<file path="config.mk">
export PLATFORM = sky130hd
export DESIGN_NAME = pix_pair_merge
export DESIGN_NICKNAME = d
export VERILOG_FILES = /design/src/rtl/pxm_pkg.sv /design/src/rtl/pxm_fifo.sv /design/src/rtl/pxm_cfg.sv /design/src/rtl/pxm_merge.sv /design/src/rtl/pix_pair_merge.sv
export SDC_FILE = /design/constraint.sdc
export NUM_CORES = 1
export LEC_CHECK = 0
export CORE_MARGIN = 2
export CORE_UTILIZATION = 45
export CTS_CLUSTER_SIZE = 16
export DETAILED_ROUTE_END_ITERATION = 6
export SLEW_MARGIN = 25
export SYNTH_ARGS = -nofsm -noshare
export SYNTH_HDL_FRONTEND = slang
export SYNTH_HIERARCHICAL = 1
export SYNTH_SLANG_ARGS = --single-unit
</file>
<file path="constraint.sdc">
create_clock -name clk -period 6.5 [get_ports clk]
set_input_delay 0.975 -clock clk [delete_from_list [all_inputs] [get_ports clk]]
set_output_delay 0.975 -clock clk [all_outputs]
set_load 0.02 [all_outputs]
</file>
<file path="src/rtl/pxm_pkg.sv">
package pxm_pkg;

   typedef enum logic [1:0] {
      ILV_OFF  = 2'b00,
      ILV_PIX1 = 2'b01,
      ILV_PIX4 = 2'b10,
      ILV_RSVD = 2'b11
   } ilv_mode_e;

   function automatic logic mode_merges(ilv_mode_e m);
      return (m == ILV_PIX1) || (m == ILV_PIX4);
   endfunction

endpackage

</file>
<file path="src/rtl/pxm_fifo.sv">
module pxm_fifo #(
   parameter int W     = 64,
   parameter int DEPTH = 8
) (
   input  logic                   clk,
   input  logic                   rst_n,
   input  logic                   push,
   input  logic [W-1:0]           din,
   input  logic                   pop,
   output logic [W-1:0]           dout,
   output logic                   empty,
   output logic                   full,
   output logic [$clog2(DEPTH):0] count
);
   localparam int AW = $clog2(DEPTH);

   if (DEPTH < 2 || (1 << AW) != DEPTH) begin : g_bad_depth
      $error("pxm_fifo: DEPTH must be a power of two of at least 2");
   end
   if (W < 1) begin : g_bad_width
      $error("pxm_fifo: W must be positive");
   end

   logic [W-1:0]  mem [DEPTH];
   logic [AW-1:0] wp, rp;
   logic [AW:0]   cnt;

   always_ff @(posedge clk or negedge rst_n) begin
      if (!rst_n) begin
         wp  <= '0;
         rp  <= '0;
         cnt <= '0;
      end else begin
         if (push) wp <= wp + 1'b1;
         if (pop)  rp <= rp + 1'b1;
         cnt <= cnt + (AW+1)'(push) - (AW+1)'(pop);
      end
   end

   always_ff @(posedge clk) begin
      if (push) mem[wp] <= din;
   end

   assign dout  = mem[rp];
   assign empty = (cnt == '0);
   assign full  = (cnt == (AW+1)'(DEPTH));
   assign count = cnt;

endmodule

</file>
<file path="src/rtl/pxm_cfg.sv">
module pxm_cfg
   import pxm_pkg::*;
(
   input  logic       clk,
   input  logic       rst_n,
   input  logic       cfg_we,
   input  logic [1:0] cfg_mode,
   input  logic       busy,
   output ilv_mode_e  mode,
   output logic       load
);
   assign load = cfg_we && !busy;

   always_ff @(posedge clk or negedge rst_n) begin
      if (!rst_n)    mode <= ILV_OFF;
      else if (load) mode <= ilv_mode_e'(cfg_mode);
   end

endmodule

</file>
<file path="src/rtl/pxm_merge.sv">
module pxm_merge
   import pxm_pkg::*;
#(
   parameter int PIX_W = 16,
   parameter int LANES = 4
) (
   input  logic                   clk,
   input  logic                   rst_n,
   input  ilv_mode_e              mode,
   input  logic                   load,
   input  logic [PIX_W*LANES-1:0] a_head,
   input  logic                   a_empty,
   input  logic [PIX_W*LANES-1:0] b_head,
   input  logic                   b_empty,
   input  logic                   out_ready,
   output logic                   out_valid,
   output logic [PIX_W*LANES-1:0] out_data,
   output logic                   pop_a,
   output logic                   pop_b
);
   localparam int HALF = LANES / 2;
   localparam int WW   = PIX_W * LANES;

   if (LANES < 2 || (LANES % 2) != 0) begin : g_bad_lanes
      $error("pxm_merge: LANES must be even and at least 2");
   end

   logic          half_q;
   logic          turn_q;
   logic [WW-1:0] mix;
   logic          fire;

   for (genvar k = 0; k < LANES; k++) begin : g_lane
      localparam int SRC = k / 2;
      if ((k % 2) == 0) begin : g_from_a
         assign mix[k*PIX_W +: PIX_W] = half_q ? a_head[(HALF+SRC)*PIX_W +: PIX_W]
                                               : a_head[SRC*PIX_W +: PIX_W];
      end else begin : g_from_b
         assign mix[k*PIX_W +: PIX_W] = half_q ? b_head[(HALF+SRC)*PIX_W +: PIX_W]
                                               : b_head[SRC*PIX_W +: PIX_W];
      end
   end

   always_comb begin
      out_valid = 1'b0;
      out_data  = mix;
      pop_a     = 1'b0;
      pop_b     = 1'b0;
      case (mode)
         ILV_PIX1: begin
            out_valid = !a_empty && !b_empty;
            out_data  = mix;
            pop_a     = out_valid && out_ready && half_q;
            pop_b     = out_valid && out_ready && half_q;
         end
         ILV_PIX4: begin
            out_valid = turn_q ? !b_empty : !a_empty;
            out_data  = turn_q ? b_head : a_head;
            pop_a     = out_valid && out_ready && !turn_q;
            pop_b     = out_valid && out_ready && turn_q;
         end
         default: ;
      endcase
   end

   assign fire = out_valid && out_ready;

   always_ff @(posedge clk or negedge rst_n) begin
      if (!rst_n) begin
         half_q <= 1'b0;
         turn_q <= 1'b0;
      end else if (load) begin
         half_q <= 1'b0;
         turn_q <= 1'b0;
      end else if (fire) begin
         if (mode == ILV_PIX1) half_q <= !half_q;
         if (mode == ILV_PIX4) turn_q <= !turn_q;
      end
   end

endmodule

</file>
<file path="src/rtl/pix_pair_merge.sv">
module pix_pair_merge
   import pxm_pkg::*;
#(
   parameter int PIX_W      = 16,
   parameter int LANES      = 4,
   parameter int FIFO_DEPTH = 8,
   parameter int ID_W       = 4
) (
   input  logic                   clk,
   input  logic                   rst_n,
   input  logic                   cfg_we,
   input  logic [1:0]             cfg_mode,
   input  logic                   a_valid,
   output logic                   a_ready,
   input  logic [PIX_W*LANES-1:0] a_data,
   input  logic [ID_W-1:0]        a_id,
   input  logic                   b_valid,
   output logic                   b_ready,
   input  logic [PIX_W*LANES-1:0] b_data,
   input  logic [ID_W-1:0]        b_id,
   output logic                   out_valid,
   input  logic                   out_ready,
   output logic [PIX_W*LANES-1:0] out_data,
   output logic [ID_W-1:0]        out_id
);
   localparam int WORD_W = PIX_W * LANES;
   localparam int CW     = $clog2(FIFO_DEPTH) + 1;

   if (ID_W < 1) begin : g_bad_id
      $error("pix_pair_merge: ID_W must be positive");
   end

   ilv_mode_e         mode_q;
   logic              mode_load;
   logic              busy;
   logic              merge_on;
   logic              a_push, b_push, a_pop, b_pop;
   logic [WORD_W-1:0] a_head, b_head, m_data;
   logic              a_empty, b_empty, a_full, b_full;
   logic [CW-1:0]     a_cnt, b_cnt;
   logic              m_valid;
   logic [ID_W-1:0]   tag_q;

   assign busy     = a_valid || b_valid || !a_empty || !b_empty;
   assign merge_on = mode_merges(mode_q);

   pxm_cfg u_cfg (
      .clk      (clk),
      .rst_n    (rst_n),
      .cfg_we   (cfg_we),
      .cfg_mode (cfg_mode),
      .busy     (busy),
      .mode     (mode_q),
      .load     (mode_load)
   );

   assign a_push = merge_on && a_valid && !a_full;
   assign b_push = merge_on && b_valid && !b_full;

   pxm_fifo #(.W(WORD_W), .DEPTH(FIFO_DEPTH)) u_fifo_a (
      .clk   (clk),
      .rst_n (rst_n),
      .push  (a_push),
      .din   (a_data),
      .pop   (a_pop),
      .dout  (a_head),
      .empty (a_empty),
      .full  (a_full),
      .count (a_cnt)
   );

   pxm_fifo #(.W(WORD_W), .DEPTH(FIFO_DEPTH)) u_fifo_b (
      .clk   (clk),
      .rst_n (rst_n),
      .push  (b_push),
      .din   (b_data),
      .pop   (b_pop),
      .dout  (b_head),
      .empty (b_empty),
      .full  (b_full),
      .count (b_cnt)
   );

   pxm_merge #(.PIX_W(PIX_W), .LANES(LANES)) u_merge (
      .clk       (clk),
      .rst_n     (rst_n),
      .mode      (mode_q),
      .load      (mode_load),
      .a_head    (a_head),
      .a_empty   (a_empty),
      .b_head    (b_head),
      .b_empty   (b_empty),
      .out_ready (out_ready),
      .out_valid (m_valid),
      .out_data  (m_data),
      .pop_a     (a_pop),
      .pop_b     (b_pop)
   );

   always_ff @(posedge clk or negedge rst_n) begin
      if (!rst_n)      tag_q <= '0;
      else if (a_push) tag_q <= a_id;
   end

   always_comb begin
      if (merge_on) begin
         a_ready   = !a_full;
         b_ready   = !b_full;
         out_valid = m_valid;
         out_data  = m_data;
         out_id    = tag_q;
      end else begin
         a_ready   = out_ready;
         b_ready   = out_ready && !a_valid;
         out_valid = a_valid || b_valid;
         out_data  = a_valid ? a_data : b_data;
         out_id    = a_valid ? a_id : b_id;
      end
   end

endmodule

</file>
==> results.txt <==
The worst setup path is launched from a flop. At the pin with the least slew margin, the transition time is 1.09 ns. The average footprint of a synthesized cell came out at 20.2 um^2.

The tool flagged a number of max-cap violations equal to 0. The number of levels the H-tree was split into came out at 3. Measured against the total synthesized area, the mux share comes to between 15 and 20%.

The number of enable flip-flop cells after synthesis is 1,024. The total power density per cell area came out at 276 nW/um^2. The number of DRC violations after detailed routing came out at 0. The maximum number of pins on one net before global-route repair is between 100 and 150. The y dimension of the die is 315 um.

TritonCTS built the clock tree. The worst register-to-register path has a depth of 6. The clock buffer count from CTS came out at approximately 110. Summing the areas of all xor and xnor instances in the mapped netlist gives 0.278% of the synthesized area.

The fraction of layout cells with a size suffix above 1 is 25.3%. Summing over every cut layer, the via total after detailed routing is 22,300. Clock latency on the worst-skew pair, taken at its later pin, is 0.68 ns. The number of global-route vias before repair came out at 22,300.

The number of cells on the worst hold path is 1. The startpoint identified for the worst register-to-register timing path is u_cfg/mode[1]$_DFFE_PN0P_. The total length of routed wires is 117 mm.

The layout overhead on the synthesized area came out at 16.3%. The peak ir drop on the vdd network is ~0.19 mV. The final critical delay including setup and external delays is around 5.6 ns. At the end of routability-driven placement, the weighted congestion stood at 0.871.

The full die area is about 100,000 um^2. The total placed instance area came out at 47,300 um^2. The worst setup path is captured at a primary output. The number of nets in the finished design came out at 2,575.

After synthesis, the share of flip-flops with an asynchronous set or reset is 2.66%. Derived from the worst setup path, the maximum achievable clock frequency is 180 MHz. The number of setup buffers added after CTS came out at 0. The number of optimization iterations in the first detailed-route pass is 5. The most used flip-flop cell after synthesis is sky130_fd_sc_hd__edfxtp_1. Clock-pin slew was measured on the worst setup and hold paths at 0.06 ns. Of all nets on the critical path, the largest fanout is 32.

The area fraction in compound gates after synthesis is about 2.8%. The core box area came out at 96,400 um^2. Synthesis instantiated 38 different standard cells from the library.

The max-slew violation count came out at 0. The final clock period utilization by the worst path came out at 85.7%. Setup repair after global routing left no endpoint under its margin.

The initial antenna violation count came to 20. The global-route wire length before repair is approximately 170 mm. In the final routed layout, each cell accounts on average for 31.0 um. Measured on the finished design, the core utilization comes to 52.6%. The buffer cell driving the clock tree root is sky130_fd_sc_hd__clkbuf_16.

The via count normalized by instance count came out at 5.90. After routing the design area is 50,800 um^2. The count of port buffers added during placement came out at 214. The critical path data arrival time came out at around 4.6 ns.

Across every metal layer, demand over resource in global routing totals between 20% and 30%. The worst flop-to-flop path endpoint is u_fifo_b/mem[6][50]$_DFFE_PP_. The number of instances in the synthesized netlist is roughly 2,200. The simple-gate share of the synthesized area is about 2.2%. For this design the static power due to leakage is around 16 nW.

The starting density of the core came out at 45.3%. The final total negative setup slack came out at 0 ns. The number of placed I/O pins is 215. The adder-cell area share of the yosys netlist came out at 0.636%.

Hold is met by 0.514 ns. After global routing the overflow that remains totals 0. The count of nets left with antenna violations after detail routing came out at 0. The path class of the tightest hold or removal check is reg2reg. For this block, the initial DRC count from the detailed router was approximately 2,500. Across all register-to-register paths, the minimum setup slack is 2.92 ns. The data required time of the worst path is 5.52 ns.

The number of buffers on the longest clock path is 3. In this run the tightest slew margin relative to its limit is 26.5%. CTS saw 1,052 sinks. The worst hold path startpoint is tag_q[3]$_DFFE_PN0P_.

After synthesis the cells add up to 43,700 um^2. Hold repair after CTS inserted 0 buffers. The floorplan has 114 rows. The wire-length estimate of the detail-placed layout is 76.1 mm. The hold path endpoint is tag_q[3]$_DFFE_PN0P_. The count of final setup violators is 0. The most critical setup path has its startpoint at u_fifo_b/rp[0]$_DFFE_PN0P_. The flow ran to the end, and the final reports show no timing, DRC or antenna violations. The main combinational cell family by area after synthesis is multiplexers. The register bit count reported by yosys is 1,052. The post-synth net total is about 2,300. The number of warning messages in the yosys log is 6. The final number of hold-violating endpoints is 0. The final worst clock skew came out at 0.0242 ns. The critical path is of the reg2out type. The post-cts gate resize count came out at 0. The chip width came out at 315 um.

The sequential element share of the synthesized area came out at 72.0%. Total power for the finished layout comes to 0.0140 W.
-- cell families (layout without fill, tap and decap cells) --
| logic type | Yosys count | after routing |
|---|---|---|
| flops | 1052 | 1052 |
| mux | 529 | 529 |
| compound gates | 209 | 209 |
| simple gates | 187 | 187 |
| buf+inv | 151 | 490 |
| fa+ha+maj | 21 | 21 |
| xor+xnor | 13 | 13 |
| other cells | 0 | 2 |
-- cell type report --
class | instances | area (um^2)
Clock buffer | 135 | 2920
Inverter | 21 | 78.8
Antenna cell | 2 | 5.00
Clock inverter | 65 | 483
Sequential cell | 1052 | 31500
Multi-Input combinational cell | 959 | 11400
Fill cell | 7594 | 45700
Timing Repair Buffer | 269 | 2790
Tap cell | 1276 | 1600
-- synth_stat cells, types with 2 or more instances --
cell type                  count  area (um^2)
sky130_fd_sc_hd__a211oi_1     64          480
sky130_fd_sc_hd__a21boi_2      2         22.5
sky130_fd_sc_hd__a21o_1        2         15.0
sky130_fd_sc_hd__a21oi_1      69          345
sky130_fd_sc_hd__and3_1        4         25.0
sky130_fd_sc_hd__buf_1        21         78.8
sky130_fd_sc_hd__buf_2        25          125
sky130_fd_sc_hd__buf_4         8         60.1
sky130_fd_sc_hd__buf_6        39          439
sky130_fd_sc_hd__clkbuf_1     37          139
sky130_fd_sc_hd__dfrtp_1      28          701
sky130_fd_sc_hd__edfxtp_1   1024        30700
sky130_fd_sc_hd__fa_1          2         40.0
sky130_fd_sc_hd__ha_1         19          238
sky130_fd_sc_hd__inv_1        21         78.8
sky130_fd_sc_hd__mux2_2      133         1500
sky130_fd_sc_hd__mux2_4        6         90.1
sky130_fd_sc_hd__mux2i_1     133         1330
sky130_fd_sc_hd__mux4_2      256         5770
sky130_fd_sc_hd__nand2_1      77          289
sky130_fd_sc_hd__nand2b_1      6         37.5
sky130_fd_sc_hd__nand3_1       2         10.0
sky130_fd_sc_hd__nor2_1       19         71.3
sky130_fd_sc_hd__nor2b_1      69          432
sky130_fd_sc_hd__nor3_1        5         25.0
sky130_fd_sc_hd__o21ai_0      69          345
sky130_fd_sc_hd__xnor2_1       6         52.6
sky130_fd_sc_hd__xor2_1        6         52.6
-- routing by layer --
layer  routed length (um)  global-route usage, %  up-vias  share of wire [%]
li1                     -                      -     9383                  -
met1                48600                   33.2    11800                 41
met2                56500                   37.9      913                 48
met3                 9870                   6.00      157                8.4
met4                 2130                   4.94       32                1.8
met5                  202                      0        -               0.17
-- how the worst max path moves through the flow --
stage | depth (start not counted) | slack (ns) | endpoint
after CTS | 10 | 0.92 | out_data[29]
after global placement | 10 | 1.66 | out_data[29]
final | 10 | 0.93 | out_data[29]
after detailed placement | 10 | 1.64 | out_data[29]
after floorplan | 5 | 0.03 | u_fifo_a/mem[0][0]$_DFFE_PP_
after global routing | 10 | 0.67 | out_data[28]
-- where the power goes --
part	switching, W	internal, W	total, W	leakage, nW
clock network	0.00249	0.00340	0.00589	1.67
logic	0.000364	0.000283	0.000647	4.64
registers	0.0000128	0.00744	0.00745	9.55
-- worst max-delay path: stages (launching register included) --
cell	delay, ns
sky130_fd_sc_hd__dfrtp_4	0.89
sky130_fd_sc_hd__buf_12	0.33
sky130_fd_sc_hd__buf_4	0.25
sky130_fd_sc_hd__mux4_2	0.52
sky130_fd_sc_hd__mux2_2	0.30
sky130_fd_sc_hd__nor2b_1	0.20
sky130_fd_sc_hd__a211oi_1	0.29
sky130_fd_sc_hd__a21oi_1	0.07
sky130_fd_sc_hd__nand2_1	0.09
sky130_fd_sc_hd__o21ai_0	0.26
sky130_fd_sc_hd__clkdlybuf4s50_1	0.65
-- placed cells by master, fill, tap and decap left out, types with 37 or more instances in the layout --
| cell | netlist | layout |
|---|---|---|
| sky130_fd_sc_hd__clkbuf_16 | 0 | 110 |
| sky130_fd_sc_hd__a21oi_1 | 69 | 69 |
| sky130_fd_sc_hd__mux4_2 | 256 | 256 |
| sky130_fd_sc_hd__a211oi_1 | 64 | 64 |
| sky130_fd_sc_hd__nand2_1 | 77 | 77 |
| sky130_fd_sc_hd__clkdlybuf4s50_1 | 0 | 213 |
| sky130_fd_sc_hd__nor2b_1 | 69 | 69 |
| sky130_fd_sc_hd__o21ai_0 | 69 | 69 |
| sky130_fd_sc_hd__buf_4 | 8 | 37 |
| sky130_fd_sc_hd__mux2_2 | 133 | 133 |
| sky130_fd_sc_hd__mux2i_1 | 133 | 133 |
| sky130_fd_sc_hd__edfxtp_1 | 1024 | 1024 |
-- flip-flops by register name, indices dropped and copies added (netlist names) --
signal          flops
u_cfg/mode          2
u_fifo_a/count      4
tag_q               4
u_fifo_a/wp         3
u_fifo_b/mem      512
u_merge/half_q      1
u_merge/turn_q      1
u_fifo_b/wp         3
u_fifo_a/rp         3
u_fifo_b/count      4
u_fifo_a/mem      512
u_fifo_b/rp         3
-- through the flow --
stage,cells,worst slack [ns]
floorplan,2162,0.0314
global placement,3576,1.66
detailed placement,3576,1.64
CTS,3776,0.923
global route,3777,0.669
finish,3779,0.930
Note: power is estimated with default switching activity, not from simulation.
